`config.mk`:
```
export PLATFORM = sky130hd
export DESIGN_NAME = symlat_top
export DESIGN_NICKNAME = d
export VERILOG_FILES = /design/src/rtl/symlat_pkg.sv /design/src/rtl/symlat_minmax.sv /design/src/rtl/symlat_level.sv /design/src/rtl/symlat_lattice.sv /design/src/rtl/symlat_decode.sv /design/src/rtl/symlat_select.sv /design/src/rtl/symlat_top.sv
export SDC_FILE = /design/constraint.sdc
export NUM_CORES = 1
export LEC_CHECK = 0
export BUFFER_PORTS_ARGS = -buffer_cell sky130_fd_sc_hd__buf_2
export CAP_MARGIN = 10
export CORE_MARGIN = 2
export CORE_UTILIZATION = 54
export DETAILED_ROUTE_END_ITERATION = 10
export GPL_ROUTABILITY_DRIVEN = 0
export GPL_TIMING_DRIVEN = 0
export PLACE_DENSITY = 0.9
export SKIP_LAST_GASP = 1
export SLEW_MARGIN = 5
export SYNTH_ARGS = -nofsm -noshare
export SYNTH_HDL_FRONTEND = slang
export SYNTH_SLANG_ARGS = --single-unit
```
`constraint.sdc`:
```
create_clock -name vclk -period 8
set_input_delay 0.4 -clock vclk [all_inputs]
set_output_delay 0.4 -clock vclk [all_outputs]
set_load 0.01 [all_outputs]
```
`src/rtl/symlat_pkg.sv`:
```
package symlat_pkg;

    typedef enum logic {
        OUT_COMB = 1'b0,
        OUT_REG  = 1'b1
    } out_mode_e;

    // Bit offset of function slot fn inside a packed mask bus for n inputs.
    function automatic int mask_base(input int fn, input int n);
        return fn * (n + 1);
    endfunction

endpackage

```
`src/rtl/symlat_minmax.sv`:
```
module symlat_minmax (
    input  logic a,
    input  logic b,
    output logic lo,
    output logic hi
);
    assign lo = a & b;
    assign hi = a | b;
endmodule

```
`src/rtl/symlat_level.sv`:
```
module symlat_level #(
    parameter int N   = 8,
    parameter int LVL = 1
) (
    input  logic         x,
    input  logic [N:0]   prev,
    output logic [N:0]   next
);
    // Carry runs down the sorted column: c[j] = x AND prev[j-1].
    logic [LVL:1] c;

    assign c[1]    = x;
    assign next[0] = 1'b1;

    genvar j;
    generate
        for (j = 1; j < LVL; j++) begin : g_cell
            symlat_minmax u_cell (
                .a  (prev[j]),
                .b  (c[j]),
                .lo (c[j+1]),
                .hi (next[j])
            );
        end
        assign next[LVL] = c[LVL];
        for (j = LVL + 1; j <= N; j++) begin : g_idle
            assign next[j] = 1'b0;
        end
    endgenerate

    // The previous level may only hold thresholds it can have reached.
    always_comb begin
        assert_prev_clean_R6: assert (prev[0] == 1'b1 && prev[N:LVL] == '0);
    end

endmodule

```
`src/rtl/symlat_lattice.sv`:
```
module symlat_lattice #(
    parameter int N = 8
) (
    input  logic [N-1:0] x,
    output logic [N:0]   thr
);
    logic [N:0] lv [0:N];

    assign lv[0] = {{N{1'b0}}, 1'b1};

    genvar i;
    generate
        for (i = 1; i <= N; i++) begin : g_lvl
            symlat_level #(.N(N), .LVL(i)) u_lvl (
                .x    (x[i-1]),
                .prev (lv[i-1]),
                .next (lv[i])
            );
        end
    endgenerate

    assign thr = lv[N];

endmodule

```
`src/rtl/symlat_decode.sv`:
```
module symlat_decode #(
    parameter int N = 8
) (
    input  logic [N:0] thr,
    output logic [N:0] exact
);
    // Bit 0 of thr is the constant "at least 0"; bit N+1 is a constant 0.
    logic [N+1:0] ext;
    assign ext = {1'b0, thr};

    genvar k;
    generate
        for (k = 0; k <= N; k++) begin : g_xor
            assign exact[k] = ext[k] ^ ext[k+1];
        end
    endgenerate

    always_comb begin
        assert_onehot_R3: assert ($onehot(exact));
    end

endmodule

```
`src/rtl/symlat_select.sv`:
```
module symlat_select #(
    parameter int N = 8,
    parameter int M = 2
) (
    input  logic [M*(N+1)-1:0] mask,
    input  logic [N:0]         exact,
    output logic [M-1:0]       fn
);
    genvar m;
    generate
        for (m = 0; m < M; m++) begin : g_fn
            localparam int BASE = symlat_pkg::mask_base(m, N);
            assign fn[m] = |(mask[BASE +: N+1] & exact);
        end
    endgenerate
endmodule

```
`src/rtl/symlat_top.sv`:
```
module symlat_top #(
    parameter int                    N_IN     = 8,
    parameter int                    N_FN     = 2,
    parameter symlat_pkg::out_mode_e OUT_MODE = symlat_pkg::OUT_COMB
) (
    input  logic                      clk,
    input  logic                      rst,
    input  logic [N_IN-1:0]           in_vec,
    input  logic [N_FN*(N_IN+1)-1:0]  fn_mask,
    output logic [N_IN-1:0]           atleast_o,
    output logic [N_IN:0]             exact_o,
    output logic [N_FN-1:0]           fn_o
);
    import symlat_pkg::*;

    localparam int MASK_W = N_FN * (N_IN + 1);

    logic [N_IN:0]   thr_w;
    logic [N_IN:0]   exact_w;
    logic [N_FN-1:0] fn_w;

    symlat_lattice #(.N(N_IN)) u_lattice (
        .x   (in_vec),
        .thr (thr_w)
    );

    symlat_decode #(.N(N_IN)) u_decode (
        .thr   (thr_w),
        .exact (exact_w)
    );

    symlat_select #(.N(N_IN), .M(N_FN)) u_select (
        .mask  (fn_mask),
        .exact (exact_w),
        .fn    (fn_w)
    );

    generate
        if (OUT_MODE == OUT_REG) begin : g_reg
            always_ff @(posedge clk) begin
                if (rst) begin
                    atleast_o <= '0;
                    exact_o   <= '0;
                    fn_o      <= '0;
                end else begin
                    atleast_o <= thr_w[N_IN:1];
                    exact_o   <= exact_w;
                    fn_o      <= fn_w;
                end
            end

            assert_reg_follow_R7: assert property (@(posedge clk) disable iff (rst)
                1'b1 |=> (fn_o == $past(fn_w) && exact_o == $past(exact_w)));
        end else begin : g_comb
            assign atleast_o = thr_w[N_IN:1];
            assign exact_o   = exact_w;
            assign fn_o      = fn_w;
        end
    endgenerate

    assert_or_and_R2: assert property (@(posedge clk) disable iff (rst)
        (thr_w[1] == (|in_vec)) && (thr_w[N_IN] == (&in_vec)));

    assert_mono_R6: assert property (@(posedge clk) disable iff (rst)
        ((thr_w[N_IN:2] & ~thr_w[N_IN-1:1]) == '0));

    assert_count_R1: assert property (@(posedge clk) disable iff (rst)
        $countones(thr_w[N_IN:1]) == $countones(in_vec));

    genvar m;
    generate
        for (m = 0; m < N_FN; m++) begin : g_fn_chk
            localparam int BASE = mask_base(m, N_IN);
            assert_fn_R4: assert property (@(posedge clk) disable iff (rst)
                fn_w[m] == fn_mask[MASK_W'(BASE) + MASK_W'($countones(in_vec))]);
        end
    endgenerate

endmodule

```
==> impl_metrics.csv <==
group,metric,value,unit
run_status,status,"complete, no violations",
placed_design,place_area,1220,um2
sta,finalSetupTns,0,ns
sta,rsz0062_at_grt,"no",
sta,setup_viol,0,
global_route,grt_max_degree,11,
power,leakage,0.559,nW
floorplanning,initial_core_util,57.2,%
run,cap_violations,0,
power,power.density,62.6,nW/um2
synth,syn_nets,172,
detailed_routing,via_per_inst,6.33,
floorplanning,core-area,1730,um2
setup_path,start_kind,"input port",
sta,final.period_utilization,48.6,%
sta,fin_crit,3.89,ns
detailed_routing,first_pass_iters,5,
placed_design,io_buffers,41,
final_layout,register_area,0,um2
global_route,grt_overflow_total,0,
power,p_int,0.0338,mW
setup_path,cp_data_arrival_time,3.49,ns
final_layout,nets,215,
setup_path,crit_path_end_kind,"primary output",
floorplanning,rows,15,
power,sw_frac_of_total,55.8,%
final_layout,seq_cell_count,0,
global_route,grt_usage,28.2,%
floorplanning,die-area,2190,um2
floorplanning,die_x,46.8,um
synth,yosysSeqAreaShare,0,%
final_layout,diodes,0,
synth,syn_inst,142,
clock_tree,cts_resized,0,
final_layout,area_growth,24.0,%
placed_design,placed_cells,208,
setup_path,required,7.60,ns
final_layout,post-route-util,70.9,%
detailed_routing,drc_errors,0,
power,net-switching-power,0.0427,mW
sta,fmax,257,MHz
clock_tree,hold_buffers,0,
detailed_routing,wirelength,2990,um
sta,drv_slew,0,
final_layout,final_area,1220,um2
hold_path,hp-class,"input port to primary output",
final_layout,num-clock-buffers,0,
detailed_routing,routedWlPerCell,14.4,um
setup_path,crit_type,"input port to primary output",
setup_path,cp-endpoint,"fn_o[1]",
setup_path,startpoint,"in_vec[3]",
sta,tightest_slew,0.718,ns
detailed_routing,ant_nets,0,
clock_tree,postCtsSetupBuffers,0,
synth,yosys_warnings,0,
power,p_clk_share,0,%
final_layout,fill_cells,154,
sta,final_hold_viol_count,0,
power,peakVddDrop,0.0000363,V
final_layout,final_cells,208,
setup_path,crit_fanout,9,
detailed_routing,drtIter0Drc,62,
sta,slew_headroom,51.7,%
power,seqPwrFrac,0,%
global_route,grt_pass1_vias,1095,
detailed_routing,num_vias,1316,
synth,synth_area_per_cell,6.95,um2
global_route,grt_pass1_wl,4690,um
final_layout,drive_gt1_share,38.8,%
global_route,antenna_found_initial,0,
synth,ys_types,48,
synth,netlist_area,987,um2
floorplanning,ioPinCount,47,
placed_design,dp_hpwl,2360,um
floorplanning,die_y,46.8,um
power,combinationalPowerShare,100.0,%
## power groups by stage
stage / Clock, mW / Sequential [mW] / Combinational (mW)
2_1_floorplan: 0 / 0 / 0.0520
6_report: 0 / 0 / 0.0765
5_1_grt: 0 / 0 / 0.0841
3_5_place_dp: 0 / 0 / 0.0750
3_3_place_gp: 0 / 0 / 0.0720
4_1_cts: 0 / 0 / 0.0755
## area by class of cell
cell class	count	area [um2]	area share [%]
inverters	7	26.3	2.15
multi-input cells	116	831	67.9
plain buffers	19	130	10.6
well taps	25	31.3	2.56
repair buffers	41	205	16.8
## kinds of logic after synthesis
group / Yosys count / share of synthesized area (%)
buf+inv: 26 / 15.8
simple gates: 46 / 25.7
mux: 5 / 5.70
fa+ha+maj: 3 / 3.68
compound gates: 59 / 46.4
xor+xnor: 3 / 2.66
## how the worst min path moves through the flow
| stage | from | to | slack, ns | cells after the start |
|---|---|---|---|---|
| after floorplan | fn_mask[3] | fn_o[0] | 0.95 | 1 |
| after global placement | fn_mask[3] | fn_o[0] | 1.10 | 3 |
| after detailed placement | fn_mask[3] | fn_o[0] | 1.10 | 3 |
| after CTS | fn_mask[3] | fn_o[0] | 1.10 | 3 |
| after global routing | fn_mask[3] | fn_o[0] | 1.13 | 3 |
| final | fn_mask[3] | fn_o[0] | 1.10 | 3 |
## cell usage after synthesis (2+ instances only)
cell type  instances  share of area [%]
a2111o_1           2                2.3
a21oi_1            8                4.1
a22oi_1            3                2.3
a31o_2             2                1.8
a31oi_1            9                5.7
and2_1             2                1.3
buf_2              2                1.0
buf_4              9                6.8
buf_6              3                3.4
clkbuf_1           5                1.9
ha_1               2                2.5
inv_1              6                2.3
mux2i_1            3                3.0
nand2_1            2               0.76
nand3_1           15                7.6
nand3b_1           3                2.3
nand4_1            2                1.3
nor2_1             9                3.4
nor3_1             5                2.5
o211ai_1           4                3.0
o21ai_0            7                3.5
o21bai_1           2                1.5
o311ai_0           5                4.4
o31a_1             3                2.7
o31a_2             2                2.0
o31ai_1            3                2.3
or3b_2             2                1.8
xnor2_1            2                1.8
## worst max-delay path, cell delays in order
cell,delay (ns)
buf_2,0.18
maj3_2,0.32
a31oi_1,0.17
o31ai_1,0.62
nand3_1,0.21
ha_1,0.30
inv_1,0.13
mux2_2,0.35
o31a_1,0.30
a2111o_1,0.35
buf_2,0.15
## placed cells by master (no fill, tap or decap), types with 4 or more instances in the layout
master / instances
a21oi_1: 8
a31oi_1: 9
buf_2: 43
buf_4: 9
clkbuf_1: 5
inv_1: 6
nand3_1: 15
nor2_1: 9
nor3_1: 5
o211ai_1: 4
o21ai_0: 7
o311ai_0: 5
## routing by layer
metal,track usage (%),vias up,wire [um]
li1,-,641,-
met4,2.78,0,10
met1,38.2,599,1280
met2,50.8,74,1440
met3,1.92,2,254
met5,0,-,0
## through the flow
step | setup slack [ns] | power, mW | hold slack (ns)
finish | 4.11 | 0.0765 | 1.10
global route | 3.92 | 0.0841 | 1.13
CTS | 4.17 | 0.0755 | 1.10
detailed placement | 4.18 | 0.0750 | 1.10
global placement | 4.28 | 0.0720 | 1.10
floorplan | 4.61 | 0.0520 | 0.950
Note: power is estimated with default switching activity, not from simulation.
